==> src/rtl/avg2_pkg.sv <==
package avg2_pkg;
  typedef enum logic [1:0] {
    ST_IDLE = 2'd0,
    ST_HOLD = 2'd1,
    ST_ADD  = 2'd2,
    ST_OUT  = 2'd3
  } avg2_state_e;
endpackage

==> src/rtl/avg2_match_delay.sv <==
module avg2_match_delay #(
  parameter int ADD_LAT = 2
) (
  input  logic clk_i,
  input  logic rst_ni,
  input  logic start_i,
  input  logic run_i,
  output logic done_o
);
  localparam int CW = (ADD_LAT > 1) ? $clog2(ADD_LAT) : 1;
  localparam logic [CW-1:0] LAST = CW'(ADD_LAT - 1);

  logic [CW-1:0] cnt_q;

  always_ff @(posedge clk_i or negedge rst_ni) begin
    if (!rst_ni)            cnt_q <= '0;
    else if (start_i)       cnt_q <= '0;
    else if (run_i && !done_o) cnt_q <= cnt_q + 1'b1;
  end

  assign done_o = run_i && (cnt_q == LAST);
endmodule

==> src/rtl/avg2_ctrl.sv <==
module avg2_ctrl
  import avg2_pkg::*;
#(
  parameter int ADD_LAT = 2
) (
  input  logic clk_i,
  input  logic rst_ni,
  input  logic in_req_i,
  input  logic out_ack_i,
  output logic in_ack_o,
  output logic out_req_o,
  output logic cap_x_o,
  output logic commit_o
);
  avg2_state_e state_q, state_d;
  logic add_start, add_done;

  // matched delay of the bundled adder
  avg2_match_delay #(.ADD_LAT(ADD_LAT)) u_delay (
    .clk_i  (clk_i),
    .rst_ni (rst_ni),
    .start_i(add_start),
    .run_i  (state_q == ST_ADD),
    .done_o (add_done)
  );

  always_comb begin
    state_d   = state_q;
    cap_x_o   = 1'b0;
    commit_o  = 1'b0;
    add_start = 1'b0;
    unique case (state_q)
      ST_IDLE: if (in_req_i && !out_ack_i) begin
        cap_x_o = 1'b1;
        state_d = ST_HOLD;
      end
      ST_HOLD: if (!in_req_i) begin
        add_start = 1'b1;
        state_d   = ST_ADD;
      end
      ST_ADD: if (add_done) begin
        commit_o = 1'b1;
        state_d  = ST_OUT;
      end
      ST_OUT: if (out_ack_i) state_d = ST_IDLE;
      default: state_d = ST_IDLE;
    endcase
  end

  always_ff @(posedge clk_i or negedge rst_ni) begin
    if (!rst_ni) state_q <= ST_IDLE;
    else         state_q <= state_d;
  end

  assign in_ack_o  = (state_q == ST_HOLD);
  assign out_req_o = (state_q == ST_OUT);
endmodule

==> src/rtl/avg2_datapath.sv <==
module avg2_datapath #(
  parameter int DATA_W = 8
) (
  input  logic              clk_i,
  input  logic              rst_ni,
  input  logic              cap_x_i,
  input  logic              commit_i,
  input  logic [DATA_W-1:0] in_data_i,
  output logic [DATA_W-1:0] out_data_o
);
  localparam int SUM_W = DATA_W + 1;

  logic [DATA_W-1:0] x_q, y_q, o_q;
  logic [SUM_W-1:0]  sum;

  assign sum = {1'b0, x_q} + {1'b0, y_q};

  always_ff @(posedge clk_i or negedge rst_ni) begin
    if (!rst_ni) begin
      x_q <= '0;
      y_q <= '0;
      o_q <= '0;
    end else begin
      if (cap_x_i) x_q <= in_data_i;
      if (commit_i) begin
        o_q <= sum[SUM_W-1:1];
        y_q <= x_q;
      end
    end
  end

  assign out_data_o = o_q;
endmodule

==> src/rtl/avg2_filter.sv <==
module avg2_filter #(
  parameter int DATA_W  = 8,
  parameter int ADD_LAT = 2
) (
  input  logic              clk_i,
  input  logic              rst_ni,
  input  logic              in_req_i,
  input  logic [DATA_W-1:0] in_data_i,
  output logic              in_ack_o,
  output logic              out_req_o,
  output logic [DATA_W-1:0] out_data_o,
  input  logic              out_ack_i
);
  logic cap_x, commit;

  avg2_ctrl #(.ADD_LAT(ADD_LAT)) u_ctrl (
    .clk_i    (clk_i),
    .rst_ni   (rst_ni),
    .in_req_i (in_req_i),
    .out_ack_i(out_ack_i),
    .in_ack_o (in_ack_o),
    .out_req_o(out_req_o),
    .cap_x_o  (cap_x),
    .commit_o (commit)
  );

  avg2_datapath #(.DATA_W(DATA_W)) u_dp (
    .clk_i     (clk_i),
    .rst_ni    (rst_ni),
    .cap_x_i   (cap_x),
    .commit_i  (commit),
    .in_data_i (in_data_i),
    .out_data_o(out_data_o)
  );
endmodule

==> config.mk <==
export PLATFORM = sky130hd
export DESIGN_NAME = avg2_filter
export DESIGN_NICKNAME = d
export VERILOG_FILES = /design/src/rtl/avg2_pkg.sv /design/src/rtl/avg2_match_delay.sv /design/src/rtl/avg2_ctrl.sv /design/src/rtl/avg2_datapath.sv /design/src/rtl/avg2_filter.sv
export SDC_FILE = /design/constraint.sdc
export NUM_CORES = 1
export LEC_CHECK = 0
export BUFFER_PORTS_ARGS = -buffer_cell sky130_fd_sc_hd__buf_2
export CAP_MARGIN = 20
export CELL_PAD_IN_SITES_DETAIL_PLACEMENT = 0
export CELL_PAD_IN_SITES_GLOBAL_PLACEMENT = 1
export CORE_ASPECT_RATIO = 2
export CORE_MARGIN = 2
export CORE_UTILIZATION = 47
export DETAILED_ROUTE_END_ITERATION = 12
export PLACE_DENSITY_LB_ADDON = 0.25
export SETUP_SLACK_MARGIN = 0.4
export SYNTH_ARGS = -nofsm -noshare
export SYNTH_HDL_FRONTEND = slang
export SYNTH_SLANG_ARGS = --single-unit
==> constraint.sdc <==
create_clock -name clk_i -period 3.4 [get_ports clk_i]
set_clock_uncertainty 0.2 [all_clocks]
set_input_delay 0.51 -clock clk_i [delete_from_list [all_inputs] [get_ports clk_i]]
set_output_delay 0.51 -clock clk_i [all_outputs]
set_load 0.02 [all_outputs]
==> metrics.txt <==
Syn Area/Cell=11.7 um2; power consumption=1.71 mW; global placer's final weighted congestion=0.685; vias in the first global route=1028; Setup TNS=0 ns; ys flop type=dfrtp_1; IO Port Bufs=21; Reg power frac=35.1%; cell area after synthesis=1420 um2; max incr delay on CP=0.69 ns; H-tree depth=1; Tightest Pin Transition=0.890 ns; Max Cap Viol=0; setup violators final=0; IO Pins=22; CP max-delay cell=or4_1; core area=2910 um2; clock-pin slew on the worst setup and hold paths=0.09 ns; WHS=0.0400 ns; final net count=170; Setup Crit Path Kind=reg -> reg; Max Freq=423 MHz; fin crit share=69.5%; clock power share=10.2%; DRC Markers=0; n_diodes=0; register area=676 um2; Worst VDD drop=656 uV; footprint of the multi-input gates=708 um2; CP max FO=26; synthesized flop and latch total=27; unrepaired setup endpoints after global routing=false; clock buffer count from CTS=3; post-CTS setup buffer count=0; Cells after Synth=121; Num Clock Sinks=27; GRT Max-Usage Layer=met2; largest net degree at the start of global routing=28; total leakage power=0.768 nW; global-route wire length before repair=4270 um; Psw=720 uW; Tot GR Track Use=16.0%; chip height=81.7 um; Rel. slew slack=40.5%; Tmin final=2.36 ns; GRT met3 Usage=1.98%; crit end category=register; Clock Latency Late Sink=0.26 ns; Die Wd=42.9 um; Congestion Overflow GR=0; Post-synth EDFFs=0; combinational share of power=54.7%; drt via density=5.53; CTS root buf=clkbuf_8; PD cells=1070 nW/um2; fillers=279; DRT Pass-1 Iters=5; Final Hold Fails=0; asr flop ratio synth=100%; share of layout cells above drive strength 1=23.6%; GR Layer Usage met1=16.3%; GR Util met2=31.7%; drt wl/cell=14.2 um; CP required=3.40 ns; post-route ant nets=0; yosys warns=0; Worst R2R Start=u_ctrl.state_q[0]; Synth Net Count=146; Rows=28; Clock Path Buffers=2; Gates resized, CTS repair=0; reg2reg end=u_dp.out_data_o[4]; synth unique cells=34; initial antenna violation count=0; DRT iter0 DRCs=5; Starting Density=48.8%; CP arrival=2.37 ns; status=complete, no violations; register area share after synthesis=47.6%; DPL Wire Length=1950 um; die area=3500 um2; Switching Share=42.2%; Worst R2R Setup Slack=1.04 ns; Pins Over Slew Limit=0; Layout area overhead=12.7%; aggregate routed wire length=2470 um; CP startpoint kind=register; R2R cell count=5; Hold Path Class=in -> async; CTS Hold Buffers Added=0; Cell Chain, Critical Path=inv_1 > ha_1 > nand2_1 > or4_1 > nand3_1; Vias=963; TritonCTS clock tree=done; Internal=987 uW
## cells in the mapped netlist (2+ instances only)
cell	n	area, um2
dfrtp_1	27	676
mux2_1	14	158
ha_1	12	150
nand2_1	10	37.5
inv_1	7	26.3
mux2_2	4	45.0
nor2_1	4	15.0
a211oi_1	3	22.5
a21oi_1	3	15.0
a21oi_2	3	26.3
nor3_1	3	15.0
o21ai_1	3	15.0
o31ai_1	3	22.5
and2_1	2	12.5
nand3_1	2	10.0
o21a_1	2	15.0
o31a_1	2	17.5
## logic make-up (layout without fill, tap and decap cells)
| family | after synthesis | in the layout | share of synthesized area [%] |
|---|---|---|---|
| adder cells (fa/ha/maj) | 13 | 13 | 12.0 |
| flip-flops | 27 | 27 | 47.6 |
| buffers and inverters | 9 | 32 | 2.47 |
| XOR/XNOR | 1 | 1 | 0.617 |
| AO/OA/AOI/OAI | 24 | 24 | 12.4 |
| AND/OR/NAND/NOR | 28 | 28 | 9.88 |
| multiplexers | 19 | 19 | 15.0 |
## metrics by stage
step | setup slack [ns] | util [%] | instance area (um2) | std cells
2_1_floorplan | 1.46 | - | 1420 | 121
3_3_place_gp | 1.10 | 53.4 | 1550 | 170
3_5_place_dp | 1.04 | 53.4 | 1550 | 170
4_1_cts | 1.01 | 55.0 | 1600 | 174
5_1_grt | 0.773 | 55.0 | 1600 | 174
6_report | 1.04 | 55.0 | 1600 | 174
## registers in the layout, summed over array words and instances, names as in the netlist
name and cells:
u_ctrl.state_q 2, u_ctrl.u_delay.cnt_q 1, u_dp.out_data_o 8, u_dp.x_q 8, u_dp.y_q 8
## area by class of cell
class / count / share of cell area [%]
clock buffers: 3 / 2.58
multi-input cells: 85 / 44.3
flip-flops and latches: 27 / 42.3
well taps: 30 / 2.35
repair buffers: 21 / 6.57
inverters: 7 / 1.64
clock inverters: 1 / 0.313
## how the worst max path moves through the flow
| stage | depth (start not counted) | startpoint | slack (ns) | to |
|---|---|---|---|---|
| 2_1_floorplan | 6 | u_dp.y_q[0] | 1.46 | u_dp.out_data_o[7] |
| 3_3_place_gp | 5 | u_ctrl.state_q[0] | 1.10 | u_dp.out_data_o[4] |
| 3_5_place_dp | 5 | u_ctrl.state_q[0] | 1.04 | u_dp.out_data_o[4] |
| 4_1_cts | 5 | u_ctrl.state_q[0] | 1.01 | u_dp.out_data_o[4] |
| 5_1_grt | 6 | u_ctrl.state_q[0] | 0.77 | u_dp.out_data_o[4] |
| 6_report | 5 | u_ctrl.state_q[0] | 1.04 | u_dp.out_data_o[4] |
## power groups by stage
stage	Combinational [mW]	Clock [mW]	Sequential, mW
global placement	0.922	0	0.595
CTS	0.947	0.186	0.603
floorplan	0.691	0	0.637
global route	1.05	0.195	0.627
detailed placement	0.941	0	0.609
finish	0.933	0.175	0.599
## layout by cell type (no fill, tap or decap)
| cell | count |
|---|---|
| dfrtp_1 | 27 |
| mux2_2 | 4 |
| xnor2_1 | 1 |
| mux2_1 | 14 |
| o31ai_2 | 1 |
| nand4_1 | 1 |
| clkbuf_8 | 3 |
| nor3b_1 | 1 |
| o21ai_1 | 3 |
| a21oi_1 | 3 |
| and2_1 | 2 |
| or4_1 | 1 |
| o31a_1 | 2 |
| mux2i_1 | 1 |
| and3_2 | 1 |
| o211ai_1 | 1 |
| buf_2 | 21 |
| nand2_1 | 10 |
| o21a_1 | 2 |
| nor3_1 | 3 |
| inv_1 | 7 |
| nor2_1 | 4 |
| a21oi_2 | 3 |
| a222oi_1 | 1 |
| ha_1 | 12 |
| fa_1 | 1 |
| a211oi_1 | 3 |
| nand3_1 | 2 |
| nor4_1 | 1 |
| o31ai_1 | 3 |
| nor4b_1 | 1 |
| a21o_1 | 1 |
| clkinv_2 | 1 |
| or3_1 | 1 |
| o21ai_0 | 1 |
## per-layer routing
| layer | part of all wire, % | vias up |
|---|---|---|
| met2 | 58 | 15 |
| met1 | 38 | 466 |
| met5 | 0 | - |
| li1 | - | 480 |
| met3 | 2.3 | 2 |
| met4 | 0.93 | 0 |
## critical path, delay by kind of cell (launching register included)
family | cells | cell delay [ns]
adder cells (fa/ha/maj) | 1 | 0.24
buffers and inverters | 1 | 0.13
flip-flops | 1 | 0.41
AND/OR/NAND/NOR | 3 | 1.31
Note: power is estimated with default switching activity, not from simulation.
